==> src/rtl/dma_rpt_pkg.sv <==
package dma_rpt_pkg;
  typedef enum logic [1:0] {ST_IDLE, ST_RD, ST_WR, ST_ACK} xfer_st_e;

  localparam logic [2:0] REG_SRC    = 3'd0;
  localparam logic [2:0] REG_DST    = 3'd1;
  localparam logic [2:0] REG_CNT    = 3'd2;
  localparam logic [2:0] REG_DST_BK = 3'd3;
  localparam logic [2:0] REG_CNT_BK = 3'd4;
  localparam logic [2:0] REG_CTRL   = 3'd5;
  localparam logic [2:0] REG_MASTER = 3'd6;

  localparam int CB_EN    = 0;
  localparam int CB_RPT   = 1;
  localparam int CB_IE    = 2;
  localparam int CB_HIE   = 3;
  localparam int CB_HALF  = 4;
  localparam int CB_END   = 5;
endpackage

==> src/rtl/dma_rpt_regs.sv <==
module dma_rpt_regs
  import dma_rpt_pkg::*;
#(
  parameter int ADDR_W = 32,
  parameter int DATA_W = 32,
  parameter int CNT_W  = 16
) (
  input  logic              clk_i,
  input  logic              rst_ni,
  input  logic              reg_we_i,
  input  logic [2:0]        reg_addr_i,
  input  logic [DATA_W-1:0] reg_wdata_i,
  output logic [DATA_W-1:0] reg_rdata_o,
  input  logic              done_i,
  output logic [ADDR_W-1:0] src_o,
  output logic [ADDR_W-1:0] dst_o,
  output logic              run_o,
  output logic              irq_o
);
  localparam logic [ADDR_W-1:0] STEP = ADDR_W'(DATA_W / 8);

  logic [ADDR_W-1:0] src_q, dst_q, dst_bk_q;
  logic [CNT_W-1:0]  cnt_q, cnt_bk_q, cnt_dec, half_pt;
  logic en_q, rpt_q, ie_q, hie_q, half_q, end_q, master_q;
  logic hit_half, hit_end, wr_ctrl;

  assign cnt_dec  = cnt_q - CNT_W'(1);
  assign half_pt  = cnt_bk_q >> 1;
  assign hit_half = done_i && (cnt_dec == half_pt);
  assign hit_end  = done_i && (cnt_dec == '0);
  assign wr_ctrl  = reg_we_i && (reg_addr_i == REG_CTRL);

  always_ff @(posedge clk_i or negedge rst_ni) begin
    if (!rst_ni) begin
      src_q <= '0; dst_q <= '0; dst_bk_q <= '0;
      cnt_q <= '0; cnt_bk_q <= '0;
      en_q <= 1'b0; rpt_q <= 1'b0; ie_q <= 1'b0; hie_q <= 1'b0;
      half_q <= 1'b0; end_q <= 1'b0; master_q <= 1'b0;
    end else begin
      if (done_i) begin
        if (hit_end && rpt_q) begin
          cnt_q <= cnt_bk_q;
          dst_q <= dst_bk_q;
        end else begin
          cnt_q <= cnt_dec;
          dst_q <= dst_q + STEP;
        end
      end
      if (reg_we_i) begin
        unique case (reg_addr_i)
          REG_SRC:    src_q <= reg_wdata_i[ADDR_W-1:0];
          REG_DST:    if (!en_q && !done_i) begin
                        dst_q    <= reg_wdata_i[ADDR_W-1:0];
                        dst_bk_q <= reg_wdata_i[ADDR_W-1:0];
                      end
          REG_CNT:    if (!en_q && !done_i) begin
                        cnt_q    <= reg_wdata_i[CNT_W-1:0];
                        cnt_bk_q <= reg_wdata_i[CNT_W-1:0];
                      end
          REG_DST_BK: dst_bk_q <= reg_wdata_i[ADDR_W-1:0];
          REG_CNT_BK: cnt_bk_q <= reg_wdata_i[CNT_W-1:0];
          REG_CTRL: begin
            en_q  <= reg_wdata_i[CB_EN];
            rpt_q <= reg_wdata_i[CB_RPT];
            ie_q  <= reg_wdata_i[CB_IE];
            hie_q <= reg_wdata_i[CB_HIE];
          end
          REG_MASTER: master_q <= reg_wdata_i[0];
          default: ;
        endcase
      end
      // flag set beats a same-cycle clear
      half_q <= (half_q & ~(wr_ctrl & ~reg_wdata_i[CB_HALF])) | hit_half;
      end_q  <= (end_q  & ~(wr_ctrl & ~reg_wdata_i[CB_END]))  | hit_end;
    end
  end

  always_comb begin
    reg_rdata_o = '0;
    unique case (reg_addr_i)
      REG_SRC:    reg_rdata_o = DATA_W'(src_q);
      REG_DST:    reg_rdata_o = DATA_W'(dst_q);
      REG_CNT:    reg_rdata_o = DATA_W'(cnt_q);
      REG_DST_BK: reg_rdata_o = DATA_W'(dst_bk_q);
      REG_CNT_BK: reg_rdata_o = DATA_W'(cnt_bk_q);
      REG_CTRL:   reg_rdata_o = DATA_W'({end_q, half_q, hie_q, ie_q, rpt_q, en_q});
      REG_MASTER: reg_rdata_o = DATA_W'(master_q);
      default:    reg_rdata_o = '0;
    endcase
  end

  assign src_o = src_q;
  assign dst_o = dst_q;
  assign run_o = en_q && master_q && (cnt_q != '0);
  assign irq_o = (half_q && hie_q) || (end_q && ie_q);

  AST_DST_STEP: assert property (@(posedge clk_i) disable iff (!rst_ni)
    done_i && !(cnt_q == CNT_W'(1) && rpt_q) |=> dst_q == $past(dst_q) + STEP);
  AST_ROUND_RELOAD: assert property (@(posedge clk_i) disable iff (!rst_ni)
    done_i && cnt_q == CNT_W'(1) && rpt_q && !reg_we_i
      |=> cnt_q == $past(cnt_bk_q) && dst_q == $past(dst_bk_q));
  AST_END_FLAG: assert property (@(posedge clk_i) disable iff (!rst_ni)
    done_i && cnt_q == CNT_W'(1) |=> end_q);
  AST_CNT_LOCKED: assert property (@(posedge clk_i) disable iff (!rst_ni)
    reg_we_i && reg_addr_i == REG_CNT && en_q && !done_i |=> cnt_q == $past(cnt_q));
endmodule

==> src/rtl/dma_rpt_xfer.sv <==
module dma_rpt_xfer
  import dma_rpt_pkg::*;
#(
  parameter int ADDR_W = 32,
  parameter int DATA_W = 32
) (
  input  logic              clk_i,
  input  logic              rst_ni,
  input  logic              run_i,
  input  logic              dreq_i,
  input  logic [ADDR_W-1:0] src_i,
  input  logic [ADDR_W-1:0] dst_i,
  output logic              dack_o,
  output logic              done_o,
  output logic              mem_req_o,
  output logic              mem_we_o,
  output logic [ADDR_W-1:0] mem_addr_o,
  output logic [DATA_W-1:0] mem_wdata_o,
  input  logic [DATA_W-1:0] mem_rdata_i,
  input  logic              mem_ready_i
);
  xfer_st_e st_q, st_d;
  logic [DATA_W-1:0] buf_q;

  always_comb begin
    st_d = st_q;
    unique case (st_q)
      ST_IDLE: if (run_i && dreq_i) st_d = ST_RD;
      ST_RD:   if (mem_ready_i) st_d = ST_WR;
      ST_WR:   if (mem_ready_i) st_d = ST_ACK;
      ST_ACK:  st_d = ST_IDLE;
      default: st_d = ST_IDLE;
    endcase
  end

  always_ff @(posedge clk_i or negedge rst_ni) begin
    if (!rst_ni) begin
      st_q  <= ST_IDLE;
      buf_q <= '0;
    end else begin
      st_q <= st_d;
      if (st_q == ST_RD && mem_ready_i) buf_q <= mem_rdata_i;
    end
  end

  assign mem_req_o   = (st_q == ST_RD) || (st_q == ST_WR);
  assign mem_we_o    = (st_q == ST_WR);
  assign mem_addr_o  = (st_q == ST_WR) ? dst_i : src_i;
  assign mem_wdata_o = buf_q;
  assign dack_o      = (st_q == ST_ACK);
  assign done_o      = dack_o;

  AST_NO_START_IDLE: assert property (@(posedge clk_i) disable iff (!rst_ni)
    st_q == ST_IDLE && !run_i |=> !mem_req_o);
  AST_ACK_AFTER_WRITE: assert property (@(posedge clk_i) disable iff (!rst_ni)
    dack_o |-> $past(mem_req_o && mem_we_o && mem_ready_i));
  AST_ACK_PULSE: assert property (@(posedge clk_i) disable iff (!rst_ni)
    dack_o |=> !dack_o);
endmodule

==> src/rtl/dma_rpt_chan.sv <==
module dma_rpt_chan
  import dma_rpt_pkg::*;
#(
  parameter int ADDR_W = 32,
  parameter int DATA_W = 32,
  parameter int CNT_W  = 16
) (
  input  logic              clk_i,
  input  logic              rst_ni,
  input  logic              reg_we_i,
  input  logic [2:0]        reg_addr_i,
  input  logic [DATA_W-1:0] reg_wdata_i,
  output logic [DATA_W-1:0] reg_rdata_o,
  input  logic              dreq_i,
  output logic              dack_o,
  output logic              mem_req_o,
  output logic              mem_we_o,
  output logic [ADDR_W-1:0] mem_addr_o,
  output logic [DATA_W-1:0] mem_wdata_o,
  input  logic [DATA_W-1:0] mem_rdata_i,
  input  logic              mem_ready_i,
  output logic              irq_o
);
  logic              done, run;
  logic [ADDR_W-1:0] src, dst;

  dma_rpt_regs #(.ADDR_W(ADDR_W), .DATA_W(DATA_W), .CNT_W(CNT_W)) u_regs (
    .clk_i, .rst_ni, .reg_we_i, .reg_addr_i, .reg_wdata_i, .reg_rdata_o,
    .done_i(done), .src_o(src), .dst_o(dst), .run_o(run), .irq_o
  );

  dma_rpt_xfer #(.ADDR_W(ADDR_W), .DATA_W(DATA_W)) u_xfer (
    .clk_i, .rst_ni, .run_i(run), .dreq_i, .src_i(src), .dst_i(dst),
    .dack_o, .done_o(done), .mem_req_o, .mem_we_o, .mem_addr_o,
    .mem_wdata_o, .mem_rdata_i, .mem_ready_i
  );
endmodule

==> config.mk <==
export PLATFORM = sky130hd
export DESIGN_NAME = dma_rpt_chan
export DESIGN_NICKNAME = d
export VERILOG_FILES = /design/src/rtl/dma_rpt_pkg.sv /design/src/rtl/dma_rpt_regs.sv /design/src/rtl/dma_rpt_xfer.sv /design/src/rtl/dma_rpt_chan.sv
export SDC_FILE = /design/constraint.sdc
export NUM_CORES = 1
export LEC_CHECK = 0
export BUFFER_PORTS_ARGS = -buffer_cell sky130_fd_sc_hd__buf_2
export CAP_MARGIN = 20
export CORE_UTILIZATION = 57
export DETAILED_ROUTE_END_ITERATION = 7
export GPL_TIMING_DRIVEN = 1
export PLACE_DENSITY = 0.9
export SYNTH_ARGS = -nofsm -noshare
export SYNTH_HDL_FRONTEND = slang
export SYNTH_SLANG_ARGS = --single-unit
==> constraint.sdc <==
create_clock -name clk_i -period 4.1 [get_ports clk_i]
set_input_delay 0.82 -clock clk_i [delete_from_list [all_inputs] [get_ports clk_i]]
set_output_delay 0.82 -clock clk_i [all_outputs]
set_load 0.1 [all_outputs]
==> impl_metrics.tcl, run 1 <==
set metrics [dict create \
    cts_inserted_buffers 17 \
    yosysSeqAreaShare_pct 43.1 \
    ys_seq_elements 169 \
    detail_route.iter0.violations 1026 \
    start_kind "flip-flop" \
    yosysTopAreaCellShare_pct 43.1 \
    final_nets 1181 \
    stdcell_count 1332 \
    routed_via_density 6.55 \
    cp_max_fo 14 \
    required_ns 4.42 \
    grt_overflow_total 0 \
    tightest_slew_ns 0.962 \
    critPathKind "reg2reg" \
    grtUsageTotal_pct 35.2 \
    htreeDepth 4 \
    p_comb_share_pct 55.9 \
    yosys.area.top_type "dfrtp_1" \
    max-slew-margin-rel_pct 35.3 \
    root_buffer "clkbuf_16" \
    status "completed" \
    tns_ns 0 \
    peakVddDrop_uv 639 \
    worst_ep_arrival_time_ns 3.90 \
    syn_nets 1041 \
    finalCritPeriodShare_pct 87.3 \
    grt_pass1_vias 8840 \
    die_w_um 133 \
    wirelength_um 30200 \
    synth_area_leaders "dfrtp_1 (43%), mux2_2 (17%), mux2i_1 (4.3%)" \
    cts_resized 0 \
    yosysMostFrequentCell "dfrtp_1" \
    reg2reg_depth 10 \
    period_needed_ns 3.58 \
    hp-class "in2async" \
    ys.flop_type "dfrtp_1" \
    dp_hpwl_um 20500 \
    syn_area_um2 9820 \
    grt_pass1_wl_um 48300 \
    wl_per_cell_um 22.7 \
    setup_violations 0 \
    internal-power_mw 5.05 \
    crit_top_cell "nor3_1" \
    swShare_pct 54.3 \
    die-area_um2 17800 \
    rsz0062_at_grt "no" \
    power_density_nw_per_um2 933 \
    layout-drive-gt1-share_pct 36.4 \
    max_stage_delay_ns 0.51 \
    r2r_slack_ns 0.52 \
    drv_slew 0 \
    finClkSkew_ns 0.0114 \
    p_seq_share_pct 27.7 \
    critPathSlowestCell "or2_1" \
    maxCapViolCount 0 \
    antenna_cells 0 \
    worst-path-buf-inv 2 \
    clock_path_buffers 2 \
    ys_top_cells_by_count "dfrtp_1 (169), mux2_2 (152), nor2_1 (102)" \
    vias 8720 \
    synth-async-reset-ratio_pct 100 \
    p_leak_nw 5.14 \
    syn_avg_cell_area_um2 10.2 \
    yosysWarningCount 0 \
    p_switching_mw 5.99 \
    pwr-share-clk_pct 16.4 \
    detail-route-antenna-nets 0 \
    cts.sinks 169 \
    crit_path_end_kind "flip-flop" \
    critical_path.top_delay_family "simple AND/OR/NAND/NOR gates" \
    start_util_pct 58.8 \
    reg2reg_from "u_regs.cnt_q[0]$_DFF_PN0_" \
    hold_buffers 0 \
    hold_viol_final 0 \
    clk_latency_ns 0.44 \
    num_rows 47 \
    antenna_found_initial 0 \
    portBuffers 171 \
    syn_to_final_growth_pct 20.6 \
    fmax_ghz 0.279 \
    drc 0 \
    r2r_end "u_regs.dst_o[28]$_DFF_PN0_" \
    cts_tree "done" \
    ys_types 62 \
    coreArea_um2 16700 \
    die_h_um 133 \
    synthCells 960 \
    gp_congestion 0.951 \
    firstDrtPassIters 6 \
    place_inst 1300 \
    cp_cell_sequence "inv_1 > ha_1 > or3b_1 > o32a_1 > o32ai_1 > nand4_1 > or2_1 > buf_4 > nor3_1 > nor3_1" \
    ios 172 \
    clk_pin_slew_ns 0.06 \
    synth_edf_count 0 \
    post-cts-setup-buffers 0 \
    grt_start_max_net_pins 87 \
]
-- power by group through the flow --
stage	clock, mW	sequential [mW]	combinational, mW
after floorplan	0	3.88	3.99
after global placement	0	2.98	5.97
after detailed placement	0	3.03	6.09
after CTS	1.82	3.02	6.14
after global routing	1.89	3.13	6.43
final	1.81	3.06	6.17
-- final cells by class --
type,count,area (µm²)
Inverter,11,41.3
Fill cell,1193,4860
Timing Repair Buffer,197,1300
Clock buffer,22,474
Sequential cell,169,4230
Clock inverter,9,184
Tap cell,220,275
Multi-Input combinational cell,704,5330
-- kinds of logic (layout without fill, tap and decap cells) --
kind of cell               count (synthesis)  in the layout  synth area share [%]
AOI/OAI and AO/OA                        157            157                  10.9
DFF                                      169            169                  43.1
buffers and inverters                     87            239                  3.68
muxes                                    198            198                  22.5
adders and majority gates                  9              9                  1.15
xor gates and xnor gates                  44             44                  3.92
and+or+nand+nor                          296            296                  14.8
-- worst reg2reg max path: stages, from the launching register on --
cell and delay [ns]:
dfrtp_1 0.50, inv_1 0.16, ha_1 0.36, or3b_1 0.49
o32a_1 0.38, o32ai_1 0.18, nand4_1 0.22, or2_1 0.51
buf_4 0.34, nor3_1 0.23, nor3_1 0.09
-- flip-flops by register name, summed over array words and instances, names as in the netlist --
signal,count
u_regs.rpt_q,1
u_regs.dst_bk_q,32
u_regs.half_q,1
u_regs.dst_o,32
u_xfer.st_q,2
u_regs.ie_q,1
u_regs.end_q,1
u_regs.src_o,32
u_regs.cnt_bk_q,16
u_regs.cnt_q,16
u_regs.hie_q,1
u_regs.en_q,1
u_xfer.mem_wdata_o,32
u_regs.master_q,1
-- metal layers --
| metal | routed length, µm | track usage (%) | share of wire, % | vias to the layer above |
|---|---|---|---|---|
| met1 | 11400 | 43.8 | 38 | 4254 |
| met2 | 14900 | 57.4 | 49 | 536 |
| met3 | 2620 | 8.26 | 8.7 | 135 |
| met5 | 25 | 0 | 0.083 | - |
| met4 | 1290 | 17.9 | 4.3 | 2 |
| li1 | - | - | - | 3793 |
-- how the worst max path moves through the flow --
| stage | startpoint | endpoint | slack [ns] | depth (start not counted) |
|---|---|---|---|---|
| 2_1_floorplan | reg_addr_i[2] | reg_rdata_o[3] | 0.08 | 4 |
| 3_3_place_gp | reg_addr_i[0] | u_regs.cnt_q[1]$_DFF_PN0_ | 0.57 | 6 |
| 3_5_place_dp | u_regs.cnt_q[0]$_DFF_PN0_ | u_regs.dst_o[28]$_DFF_PN0_ | 0.61 | 10 |
| 4_1_cts | u_regs.cnt_q[0]$_DFF_PN0_ | u_regs.dst_o[28]$_DFF_PN0_ | 0.58 | 10 |
| 5_1_grt | u_regs.cnt_q[0]$_DFF_PN0_ | u_regs.dst_o[28]$_DFF_PN0_ | 0.33 | 10 |
| 6_report | u_regs.cnt_q[0]$_DFF_PN0_ | u_regs.dst_o[28]$_DFF_PN0_ | 0.52 | 10 |
-- placed cells by master, fill, tap and decap left out, drive strengths merged, types with 19 or more instances in the layout --
| master | synthesis | final |
|---|---|---|
| buf | 24 | 197 |
| dfrtp | 169 | 169 |
| mux2 | 153 | 153 |
| nor2 | 103 | 103 |
| nand2 | 72 | 72 |
| a21oi | 48 | 48 |
| mux2i | 42 | 42 |
| xnor2 | 27 | 27 |
| nand3 | 25 | 25 |
| clkbuf | 52 | 22 |
| o21ai | 19 | 19 |
-- through the flow --
step / utilization (%) / power, mW / area, µm² / setup WS, ns / hold slack (ns)
after floorplan: - / 7.86 / 9890 / 0.0844 / 0.491
after global placement: 66.5 / 8.95 / 11100 / 0.570 / 0.482
after detailed placement: 66.8 / 9.12 / 11200 / 0.608 / 0.487
after CTS: 70.7 / 11.0 / 11800 / 0.584 / 0.477
after global routing: 70.9 / 11.4 / 11800 / 0.334 / 0.497
final: 70.9 / 11.0 / 11800 / 0.520 / 0.426
(Power assumes the default switching activity.)
==> inputs of run 2 (changes only) <==
==> constraint.sdc (replaced) <==
create_clock -name clk_i -period 4 [get_ports clk_i]
set_input_delay 0.8 -clock clk_i [delete_from_list [all_inputs] [get_ports clk_i]]
set_output_delay 0.8 -clock clk_i [all_outputs]
set_load 0.1 [all_outputs]
==> impl_metrics.tcl, run 2 (synthesized netlist as in run 1, its figures left out) <==
set metrics [dict create \
    status "completed" \
    vias 8716 \
    required_ns 4.28 \
    num-fill-cells 1161 \
    start_kind "flip-flop" \
    hp-class "in2async" \
    p_leak_nw 5.12 \
    stdcell_area_um2 11800 \
    fmax_ghz 0.276 \
    clk_latency_ns 0.43 \
    reg2reg_depth 10 \
    hold_viol_final 0 \
    power.total_mw 11.1 \
    die_w_um 133 \
    cp_max_fo 21 \
    period_needed_ns 3.62 \
    grt_pass1_wl_um 46900 \
    critical_path.top_delay_family "simple AND/OR/NAND/NOR gates" \
    setup_violations 0 \
    detail-route-antenna-nets 0 \
    cts_inserted_buffers 17 \
    drc 0 \
    cts.sinks 169 \
    rsz0062_at_grt "no" \
    hold_buffers 0 \
    max-slew-margin-rel_pct 40.4 \
    maxCapViolCount 0 \
    wirelength_um 29400 \
    tightest_slew_ns 0.886 \
    firstDrtPassIters 5 \
    die-area_um2 17800 \
    grt_pass1_vias 8622 \
    cts_resized 0 \
    dpl_cell_area_um2 11200 \
    whs_ns 0.407 \
    multi_input_area_um2 5330 \
    reg2reg_from "u_regs.cnt_q[0]$_DFF_PN0_" \
    clock_path_buffers 2 \
    htreeDepth 4 \
    detail_route.iter0.violations 840 \
    start_util_pct 58.8 \
    final_nets 1182 \
    wl_per_cell_um 22.0 \
    antenna_cells 0 \
    cts_tree "done" \
    portBuffers 171 \
    die_h_um 133 \
    clk_pin_slew_ns 0.07 \
    grtUsageTotal_pct 34.1 \
    ios 172 \
    syn_to_final_growth_pct 20.0 \
    cp_cell_sequence "inv_1 > ha_1 > or3b_1 > o32a_1 > o32ai_1 > nand4_1 > nor2_4 > buf_12 > a2bb2oi_1 > a41oi_1" \
    finalCritPeriodShare_pct 90.5 \
    max_stage_delay_ns 0.51 \
    critPathSlowestCell "dfrtp_1" \
    post-cts-setup-buffers 0 \
    antenna_found_initial 0 \
    drv_slew 0 \
    grt_start_max_net_pins 89 \
    gp_congestion 0.963 \
    layout.area.seq_um2 4230 \
    worst-path-buf-inv 2 \
    layout-drive-gt1-share_pct 36.6 \
    crit_cells 10 \
    routed_via_density 6.53 \
    layout_commonest_cell "dfrtp_1" \
    critPathKind "reg2reg" \
    critPathLaunch "u_regs.cnt_q[0]$_DFF_PN0_" \
    coreArea_um2 16700 \
    dp_hpwl_um 20700 \
    grt_overflow_total 0 \
    tns_ns 0 \
    peakVddDrop_uv 648 \
    worst_ep_arrival_time_ns 3.90 \
    finClkSkew_ns 0.00919 \
    root_buffer "clkbuf_16" \
    mostFrequentLayoutCells "dfrtp_1 (169), buf_2 (158), mux2_2 (152), nor2_1 (101), nand2_1 (72)" \
    crit_path_end_kind "flip-flop" \
    num_rows 47 \
    power_density_nw_per_um2 946 \
]
[run 2: through the flow]
step	setup slack [ns]	std cells	util, %
after CTS	0.482	1334	70.6
after detailed placement	0.570	1302	66.9
after floorplan	0.0244	960	-
after global routing	0.163	1334	70.6
final	0.381	1334	70.6
after global placement	0.599	1300	66.7
[run 2: cell type report]
type,instances,area share (%)
timing repair buffer,198,11.0
inverter,11,0.350
clock buffer,18,3.64
multi-input combinational,704,45.2
tap,220,2.34
sequential,169,35.9
clock inverter,14,1.56
[run 2: power breakdown]
group | switching, mW | internal (mW) | leakage [nW]
Clock | 0.738 | 1.00 | 0.303
Sequential | 0.808 | 2.33 | 1.93
Combinational | 4.59 | 1.67 | 2.88
Total | 6.14 | 5.00 | 5.12
[run 2: layer usage]
metal  vias up  wire length, µm  track usage, %
met3        97             2350            7.57
met4         0             1120            15.8
met5         -                0               0
met1      4329            11300            43.2
met2       483            14600            55.7
li1       3807                -               -
[run 2: worst paths after layout]
kind | endpoint | slack [ns]
max in group asynchronous | u_regs.dst_o[11]$_DFF_PN0_ | 2.57
min | u_xfer.mem_wdata_o[30]$_DFFE_PN0P_ | 0.41
min reg2reg | u_xfer.mem_wdata_o[6]$_DFFE_PN0P_ | 0.50
max | u_regs.dst_o[22]$_DFF_PN0_ | 0.38
min in group clk_i | u_xfer.mem_wdata_o[6]$_DFFE_PN0P_ | 0.50
max reg2reg | u_regs.dst_o[22]$_DFF_PN0_ | 0.38
==> inputs of run 3 (changes only) <==
--- a/config.mk
+++ b/config.mk
@@ -10,7 +10,7 @@
 export CORE_UTILIZATION = 57
 export DETAILED_ROUTE_END_ITERATION = 7
 export GPL_TIMING_DRIVEN = 1
-export PLACE_DENSITY = 0.9
+export PLACE_DENSITY = 0.81
 export SYNTH_ARGS = -nofsm -noshare
 export SYNTH_HDL_FRONTEND = slang
 export SYNTH_SLANG_ARGS = --single-unit
==> impl_metrics.tcl, run 3 (synthesized netlist as in run 1, its figures left out) <==
set metrics [dict create \
    status "completed" \
    layout-drive-gt1-share_pct 36.8 \
    grt_use_met2_pct 55.3 \
    detail-route-antenna-nets 0 \
    die-area_um2 17800 \
    grt_pass1_vias 8653 \
    dp_hpwl_um 20700 \
    reg2reg_from "u_regs.cnt_q[0]$_DFF_PN0_" \
    start_kind "flip-flop" \
    clock_path_buffers 2 \
    drv_slew 0 \
    portBuffers 171 \
    p_leak_nw 5.18 \
    cts.sinks 169 \
    detail_route.iter0.violations 887 \
    cts_inserted_buffers 17 \
    max-slew-margin-rel_pct 25.3 \
    mostFrequentLayoutCells "dfrtp_1 (169), mux2_2 (152), buf_2 (143), nor2_1 (101), nand2_1 (72)" \
    grt_overflow_total 0 \
    cp_max_fo 16 \
    reg2reg_depth 10 \
    stdcell_count 1336 \
    num-fill-cells 1222 \
    final_nets 1184 \
    worst_ep_arrival_time_ns 3.68 \
    r2r_end "u_regs.dst_o[26]$_DFF_PN0_" \
    tns_ns 0 \
    hold_buffers 0 \
    r2r_slack_ns 0.62 \
    firstDrtPassIters 6 \
    top_usage_layer "met2" \
    swShare_pct 55.0 \
    rsz0062_at_grt "no" \
    syn_to_final_growth_pct 22.4 \
    clk_pin_slew_ns 0.07 \
    peakVddDrop_uv 669 \
    wirelength_um 29700 \
    power_density_nw_per_um2 933 \
    gp_congestion 0.967 \
    layout.area.seq_um2 4230 \
    cts_tree "done" \
    wl_per_cell_um 22.3 \
    root_buffer "clkbuf_16" \
    hp-class "in2async" \
    layout_commonest_cell "dfrtp_1" \
    clk_latency_ns 0.44 \
    grt_use_met1_pct 45.7 \
    p_switching_mw 6.17 \
    tightest_slew_ns 1.12 \
    grt_start_max_net_pins 69 \
    finClkSkew_ns 0.0159 \
    die_w_um 133 \
    grt_util_met3_pct 6.09 \
    antenna_found_initial 0 \
    maxCapViolCount 0 \
    grt_pass1_wl_um 47400 \
    finalCritPeriodShare_pct 84.4 \
    multi_input_area_um2 5330 \
    pwr-share-clk_pct 15.1 \
    fin_util_pct 72.0 \
    coreArea_um2 16700 \
    required_ns 4.30 \
    power.total_mw 11.2 \
    post-cts-setup-buffers 0 \
    p_seq_share_pct 27.8 \
    num_rows 47 \
    period_needed_ns 3.38 \
    vias 8638 \
    grtUsageTotal_pct 34.3 \
    critPathKind "reg2reg" \
    antenna_cells 0 \
    place_inst 1304 \
    cts_resized 0 \
    die_h_um 133 \
    internal-power_mw 5.04 \
    start_util_pct 58.8 \
    ios 172 \
    htreeDepth 4 \
    drc 0 \
    fmax_ghz 0.296 \
    routed_via_density 6.47 \
    p_comb_share_pct 57.0 \
    crit_path_end_kind "flip-flop" \
    setup_violations 0 \
    hold_viol_final 0 \
]
[run 3: power by group through the flow]
stage               clock (mW)  sequential, mW  combinational, mW
floorplan                    0            3.97               4.09
global placement             0            3.06               6.24
detailed placement           0            3.10               6.34
CTS                       1.70            3.08               6.38
global route              1.77            3.18               6.66
finish                    1.70            3.12               6.39
[run 3: worst max path at each step]
| stage | startpoint | slack (ns) | endpoint |
|---|---|---|---|
| after floorplan | reg_addr_i[2] | 0.02 | reg_rdata_o[3] |
| after global placement | reg_addr_i[1] | 0.67 | reg_rdata_o[17] |
| after detailed placement | reg_addr_i[1] | 0.70 | reg_rdata_o[17] |
| after CTS | reg_addr_i[1] | 0.68 | reg_rdata_o[17] |
| after global routing | u_regs.cnt_q[0]$_DFF_PN0_ | 0.43 | u_regs.dst_o[26]$_DFF_PN0_ |
| final | u_regs.cnt_q[0]$_DFF_PN0_ | 0.62 | u_regs.dst_o[26]$_DFF_PN0_ |
[run 3: cell type report]
| cell class | count | share of cell area, % |
|---|---|---|
| timing repair buffer | 200 | 12.8 |
| clock buffer | 18 | 3.65 |
| tap | 220 | 2.29 |
| inverter | 11 | 0.343 |
| sequential | 169 | 35.2 |
| clock inverter | 14 | 1.34 |
| multi-input combinational | 704 | 44.4 |
[run 3: critical path: stages, from the launching register on]
cell      delay [ns]
dfrtp_1         0.53
inv_1           0.14
ha_1            0.32
or4b_2          0.63
nor4_1          0.24
a211o_1         0.18
nand4b_2        0.17
or2_1           0.46
buf_4           0.30
mux2i_1         0.16
a31oi_1         0.10
[run 3: through the flow]
step	hold slack, ns	cell area, µm²	setup slack, ns
6_report	0.373	12000	0.623
4_1_cts	0.392	12000	0.681
5_1_grt	0.422	12000	0.435
3_3_place_gp	0.482	11400	0.668
2_1_floorplan	0.491	9890	0.0244
3_5_place_dp	0.488	11400	0.698
[run 3: routing by layer]
metal  wire, µm  vias to the layer above
li1           -                     3785
met1      11900                     4294
met2      14400                      472
met3       2450                       87
met4        985                        0
met5          0                        -
